`src/rtl/iowin_pkg.sv`:
```
package iowin_pkg;
  localparam int NUM_WIN = 2;
  localparam int CTL_BITS = 4;
  localparam int CFG_W = NUM_WIN * CTL_BITS;

  typedef struct packed {
    logic ext16;     // stretch wide cycles
    logic zw8;       // shorten narrow cycles
    logic src_card;  // width from card line
    logic size16;    // fixed width when src_card = 0
  } win_ctl_t;
endpackage

```
`src/rtl/iowin_cfg_reg.sv`:
```
module iowin_cfg_reg
  import iowin_pkg::*;
(
  input  logic             clk,
  input  logic             rst_n,
  input  logic             wr,
  input  logic [CFG_W-1:0] wdata,
  output logic [CFG_W-1:0] q
);
  always_ff @(posedge clk or negedge rst_n) begin
    if (!rst_n)  q <= '0;
    else if (wr) q <= wdata;
  end

  // a write is visible in full on the following clock
  a_r2_readback: assert property (@(posedge clk) disable iff (!rst_n)
    wr |=> (q == $past(wdata)));
endmodule

```
`src/rtl/iowin_resolve.sv`:
```
module iowin_resolve
  import iowin_pkg::*;
#(
  parameter int LEN8   = 6,
  parameter int LEN16  = 3,
  parameter int LEN_ZW = 3,
  parameter int EXT    = 1,
  parameter int CW     = 3
) (
  input  win_ctl_t        ctl,
  input  logic            card_is16,
  output logic            wide,
  output logic [CW-1:0]   len
);
  localparam logic [CW-1:0] L8   = CW'(LEN8);
  localparam logic [CW-1:0] LZW  = CW'(LEN_ZW);
  localparam logic [CW-1:0] L16  = CW'(LEN16);
  localparam logic [CW-1:0] L16X = CW'(LEN16 + EXT);

  always_comb begin
    wide = ctl.src_card ? card_is16 : ctl.size16;
    if (wide) len = ctl.ext16 ? L16X : L16;
    else      len = ctl.zw8   ? LZW  : L8;
  end
endmodule

```
`src/rtl/iowin_cycle_ctr.sv`:
```
module iowin_cycle_ctr #(
  parameter int CW     = 3,
  parameter int MAXLEN = 6
) (
  input  logic          clk,
  input  logic          rst_n,
  input  logic          load,
  input  logic [CW-1:0] len_in,
  output logic          busy,
  output logic          done
);
  logic [CW-1:0] cnt;

  always_ff @(posedge clk or negedge rst_n) begin
    if (!rst_n) begin
      cnt  <= '0;
      busy <= 1'b0;
    end else if (busy) begin
      if (cnt == '0) busy <= 1'b0;
      else           cnt  <= cnt - 1'b1;
    end else if (load) begin
      cnt  <= len_in - 1'b1;
      busy <= 1'b1;
    end
  end

  assign done = busy && (cnt == '0);

  // remaining count never exceeds the longest cycle
  a_r6_cnt_bound: assert property (@(posedge clk) disable iff (!rst_n)
    busy |-> (cnt < CW'(MAXLEN)));
endmodule

```
`src/rtl/iowin_timer.sv`:
```
module iowin_timer
  import iowin_pkg::*;
#(
  parameter int LEN8   = 6,
  parameter int LEN16  = 3,
  parameter int LEN_ZW = 3,
  parameter int EXT    = 1
) (
  input  logic       clk,
  input  logic       rst_n,
  input  logic       cfg_wr,
  input  logic [7:0] cfg_wdata,
  output logic [7:0] cfg_rdata,
  input  logic       start,
  input  logic       win_sel,
  input  logic       card_is16,
  output logic       busy,
  output logic       done,
  output logic       width16
);
  localparam int MAX_A  = (LEN8 > LEN_ZW) ? LEN8 : LEN_ZW;
  localparam int MAX_B  = LEN16 + EXT;
  localparam int MAXLEN = (MAX_A > MAX_B) ? MAX_A : MAX_B;
  localparam int CW     = $clog2(MAXLEN + 1);

  logic [CFG_W-1:0] cfg_q;
  logic [NUM_WIN-1:0] res_wide;
  logic [CW-1:0] res_len [NUM_WIN];
  logic accept;

  iowin_cfg_reg u_cfg (
    .clk(clk), .rst_n(rst_n), .wr(cfg_wr), .wdata(cfg_wdata), .q(cfg_q)
  );
  assign cfg_rdata = cfg_q;

  for (genvar w = 0; w < NUM_WIN; w++) begin : g_win
    win_ctl_t ctl;
    assign ctl = win_ctl_t'(cfg_q[w*CTL_BITS +: CTL_BITS]);
    iowin_resolve #(
      .LEN8(LEN8), .LEN16(LEN16), .LEN_ZW(LEN_ZW), .EXT(EXT), .CW(CW)
    ) u_res (
      .ctl(ctl), .card_is16(card_is16),
      .wide(res_wide[w]), .len(res_len[w])
    );
  end

  assign accept = start && !busy;

  iowin_cycle_ctr #(.CW(CW), .MAXLEN(MAXLEN)) u_ctr (
    .clk(clk), .rst_n(rst_n), .load(accept),
    .len_in(res_len[win_sel]), .busy(busy), .done(done)
  );

  always_ff @(posedge clk or negedge rst_n) begin
    if (!rst_n)      width16 <= 1'b0;
    else if (accept) width16 <= res_wide[win_sel];
  end

  // done lives inside busy and ends it
  a_r9_done_in_busy: assert property (@(posedge clk) disable iff (!rst_n)
    done |-> busy);
  a_r9_done_ends: assert property (@(posedge clk) disable iff (!rst_n)
    done |=> !busy);
  a_r9_busy_rise: assert property (@(posedge clk) disable iff (!rst_n)
    (start && !busy) |=> busy);
  // busy holds until done regardless of new starts
  a_r10_busy_hold: assert property (@(posedge clk) disable iff (!rst_n)
    (busy && !done) |=> busy);
  // width fixed for the whole access
  a_r5_width_hold: assert property (@(posedge clk) disable iff (!rst_n)
    (busy && !done) |=> $stable(width16));
endmodule

```
`config.mk`:
```
export PLATFORM = sky130hd
export DESIGN_NAME = iowin_timer
export DESIGN_NICKNAME = d
export VERILOG_FILES = /design/src/rtl/iowin_pkg.sv /design/src/rtl/iowin_cfg_reg.sv /design/src/rtl/iowin_resolve.sv /design/src/rtl/iowin_cycle_ctr.sv /design/src/rtl/iowin_timer.sv
export SDC_FILE = /design/constraint.sdc
export NUM_CORES = 1
export LEC_CHECK = 0
export BUFFER_PORTS_ARGS = -buffer_cell sky130_fd_sc_hd__buf_2
export CAP_MARGIN = 15
export CORE_ASPECT_RATIO = 1.25
export CORE_UTILIZATION = 45
export CTS_BUF_LIST = sky130_fd_sc_hd__clkbuf_4 sky130_fd_sc_hd__clkbuf_8
export DETAILED_ROUTE_END_ITERATION = 8
export PLACE_DENSITY = 0.84
export SYNTH_ARGS = -nofsm -noshare
export SYNTH_HDL_FRONTEND = slang
export SYNTH_HIERARCHICAL = 1
export SYNTH_SLANG_ARGS = --single-unit
```
`constraint.sdc`:
```
create_clock -name clk -period 1.8 [get_ports clk]
set_input_delay 0.27 -clock clk [delete_from_list [all_inputs] [get_ports clk]]
set_output_delay 0.27 -clock clk [all_outputs]
set_load 0.01 [all_outputs]
```
# Word-level counts from Yosys, hierarchy flattened
# Cells that the tools add are included.
# W data, S select, Z words.
# classes
reduce_logical	6
n_mux	19
bitwise_logic	1
order_cmp	2
addsub	2
n_eq_ne	1
# ops
cell	n
$mux W3	12
$mux W1	7
$sub A3 B1 Y3 const B	2
$logic_not A3 Y1	1
$ge A2 B2 Y1 const B	1
$logic_and A1 B1 Y1	2
$lt A1 B2 Y1 const B	1
$ne A2 B2 Y1 const B	1
$not A1 Y2	1
$reduce_and A2 Y1	1
$reduce_bool A2 Y1	1
$logic_not A1 Y1	1
# totals
ff_bits	13
word_cells	35

# Longest topological paths before layout
# logic_depth
depth_word	8
ltp_mapped	7

# Hierarchy
# The synthesis kept the hierarchy.
# modules_own_cells
module	area_each_um2	instances	cells_each
iowin_cfg_reg	331.6	1	17
iowin_cycle_ctr	259.0	1	28
iowin_resolve	47.5	2	5
iowin_timer	91.3	1	7

# Least setup slack after synthesis
# OpenSTA, ideal clock, no wires.
# synth_timing
path_kind	flip-flop to flip-flop
start	register u_cfg.q[5]
end	register u_ctr.cnt[2]
n_path_buf	0
arrival_ns	1.880
path_stages_with_launch	8
setup_slack_ns	-0.204
synth_period_minus_slack_ns	2.004
path_cell_list	dfrtp_1 mux2_4 mux2_4 mux2_2 mux2i_1 ha_1 a21oi_1 a211o_1
# synth_rtl
element	line	source
start, declared	iowin_cfg_reg.sv:8	output logic [CFG_W-1:0] q
start signal, assigned	iowin_cfg_reg.sv:12	else if (wr) q <= wdata;
end signal, assigned	iowin_cycle_ctr.sv:20	else cnt <= cnt - 1'b1;
end signal, assigned	iowin_cycle_ctr.sv:22	cnt <= len_in - 1'b1;
end, declared	iowin_cycle_ctr.sv:12	logic [CW-1:0] cnt;

==> impl_metrics.yaml <==
timing:
  setup_viol: 2
  max-slew-margin-rel_pct: 80.92
  fin_worst_skew_ns: 0.005537
  period_minus_slack_ns: 1.964
  finalCritPeriodShare_pct: 109.1
  rsz0062_at_grt: "yes"
  clock.fmax_ghz: 0.5091
  tightest_slew_ns: 0.2862
  final.setup.worst_slack_ns: -0.1643
  hold_ws_ns: 0.2058
  slew_violations: 0
  hold_violations: 0
synth:
  synth_area_sq_um: 777.0
  synth_ff_type: "dfrtp_1"
  yosysWarnings: 6
  ys_ff_latch: 13
  synth_area_per_cell_sq_um: 12.53
  synth_commonest_cells: "13 x dfrtp_1, 13 x mux2_4, 4 x mux2i_1, 4 x nor2_1"
  syn_inst: 62
  yosysTopAreaCell: "dfrtp_1"
  synth_cell_type_count: 21
  synth_top_area_share_pct: 41.87
  yosys-top-cells-area: "dfrtp_1 42%, mux2_4 25%, mux2i_1 5.2%"
  async_reset_ff_share_pct: 100.0
  synth_edf_count: 0
  yosysSeqAreaShare_pct: 41.87
  synth_nets: 77
place:
  place.gp.congestion: 0.8018
  placed_area_sq_um: 955.9
  place.port_buffers: 24
  dp_slack_ns: -0.1622
min_path:
  hold_path.class: "in -> reg"
  holdPathStages: 2
  min_from: "cfg_wdata[4]"
detailed_routing:
  vias: 606
  dr.pass1.iters: 4
  postRouteWirelength_mm: 1.397
  drtIter0Drc: 6
  drc: 0
  routedWlPerCell_microns: 11.94
  antenna_left: 0
  vias_per_cell: 5.179
clock_tree:
  cts_sinks: 13
  insertion_delay_ns: 0.29
  htreeDepth: 1
  cts_max_path_buffers: 2
  cts-root-buf: "clkbuf_4"
  clk_pin_slew_worst_paths_ns: 0.08
  cts-buffers-inserted: 3
  tritoncts: "built"
cells_and_area:
  nets: 115
  final_util_pct: 64.56
  diodes: 0
  area_delta_synth_final_pct: 31.40
  drive_above_1_share_pct: 57.58
  fill_cells: 127
  fin_area_sq_mm: 0.001021
run_status:
  outcome: "complete, but fails checks"
  violations: "negative setup slack"
global_routing:
  antenna_found_initial: 0
  grt_max_degree: 14
  grt_pass1_vias: 580
  grt-ovfl-total: 0
  grt_use_total_pct: 18.11
  grt_pass1_wl_mm: 2.311
floorplan:
  core-area_sq_mm: 0.001582
  dieArea_sq_mm: 0.001898
  fp-row-count: 16
  die_w_microns: 39.17
  ioPinCount: 25
  start_util_pct: 49.13
  die_h_microns: 48.46
power_and_ir_drop:
  leakage_uw: 0.0005360
  ir_drop_mv: 0.6705
  power_density_mw_per_mm2: 1170
setup_path:
  rr_worst_depth: 7
  endpoint: "u_ctr/cnt[2]"
  r2r_slack_ns: -0.16
  crit_start: "u_cfg/q[1]"
  crit_fanout: 2
  reg2reg_to: "u_ctr/cnt[2]"
  cp-end-kind: "flip-flop"
  crit_required_ns: 1.98
  path_class: "reg -> reg"
  critPathArrivalTime_ns: 2.14
  r2r_start: "u_cfg/q[1]"
  start_kind: "flip-flop"
run:
  drv_cap: 0
## sequential cells by signal, indices dropped and copies added (netlist names)
name        flops
u_ctr/busy      1
u_ctr/cnt       3
u_cfg/q         8
width16         1
## how the worst min path moves through the flow
stage | endpoint | slack, ns
CTS | u_cfg/q[4] | 0.20
detailed placement | u_ctr/cnt[2] | 0.17
global placement | u_ctr/cnt[2] | 0.17
floorplan | u_cfg/q[0] | -0.03
finish | u_cfg/q[4] | 0.21
global route | u_cfg/q[4] | 0.19
## layout make-up
class / instances / area (sq um) / area share (%)
Multi-Input combinational cell: 44 / 427.9 / 41.91
Sequential cell: 13 / 326.6 / 31.99
Timing Repair Buffer: 35 / 205.2 / 20.10
Clock buffer: 3 / 22.52 / 2.206
Tap cell: 18 / 22.52 / 2.206
Inverter: 3 / 11.26 / 1.103
Clock inverter: 1 / 5.005 / 0.4902
## metal layers
| metal | share of wire [%] | GRT usage (%) |
|---|---|---|
| met1 | 38 | 18.18 |
| met2 | 53 | 30.00 |
| met3 | 5.5 | 4.128 |
| met4 | 3.7 | 13.79 |
| met5 | 0 | 0 |
## per-stage QoR
step           std cells  total power (uW)  setup TNS (ns)
6_report             117              1194         -0.2865
5_1_grt              117              1283         -0.3963
4_1_cts              115              1171         -0.3196
3_5_place_dp         109             980.4         -0.3153
3_3_place_gp         109             957.1         -0.2817
2_1_floorplan         62             837.9         -0.3443
## placed cells by master (no fill, tap or decap), drive strengths merged, types with 2 or more instances in the layout
cell type and n:
buf 34, clkbuf 3, dfrtp 13, inv 3
mux2 17, mux2i 4, nand2 3, nand2b 2
nor2 4, o21a 2, o21ai 3
## report_power, final
group | internal (uW) | leakage (uW) | total (uW) | switching (uW)
combinational | 317 | 0.000367 | 536 | 219
clock | 82.7 | 0.0000177 | 183 | 100
sequential | 372 | 0.000152 | 475 | 103
total | 772 | 0.000536 | 1190 | 422
## kinds of logic (layout without fill, tap and decap cells)
family	after synthesis	after routing	synth area share (%)
fa+ha+maj	1	1	1.610
mux	21	21	36.07
simple gates	13	13	8.212
flops	13	13	41.87
buf+inv	5	42	4.348
compound gates	9	9	7.889
## critical path: stages, from the launching register on
cell and delay [ns]:
dfrtp_1 0.40, mux2_4 0.31, mux2_4 0.29, mux2_4 0.27
mux2i_1 0.13, ha_2 0.20, a21oi_1 0.04, a211o_1 0.22
## what timing repair did
action,4_1_cts,5_1_grt
hold buffers,1,0
gates resized for setup,0,3
setup endpoints to repair,2,3
endpoints found under the hold margin,13,0
setup buffers,1,2
(Power assumes the default switching activity.)
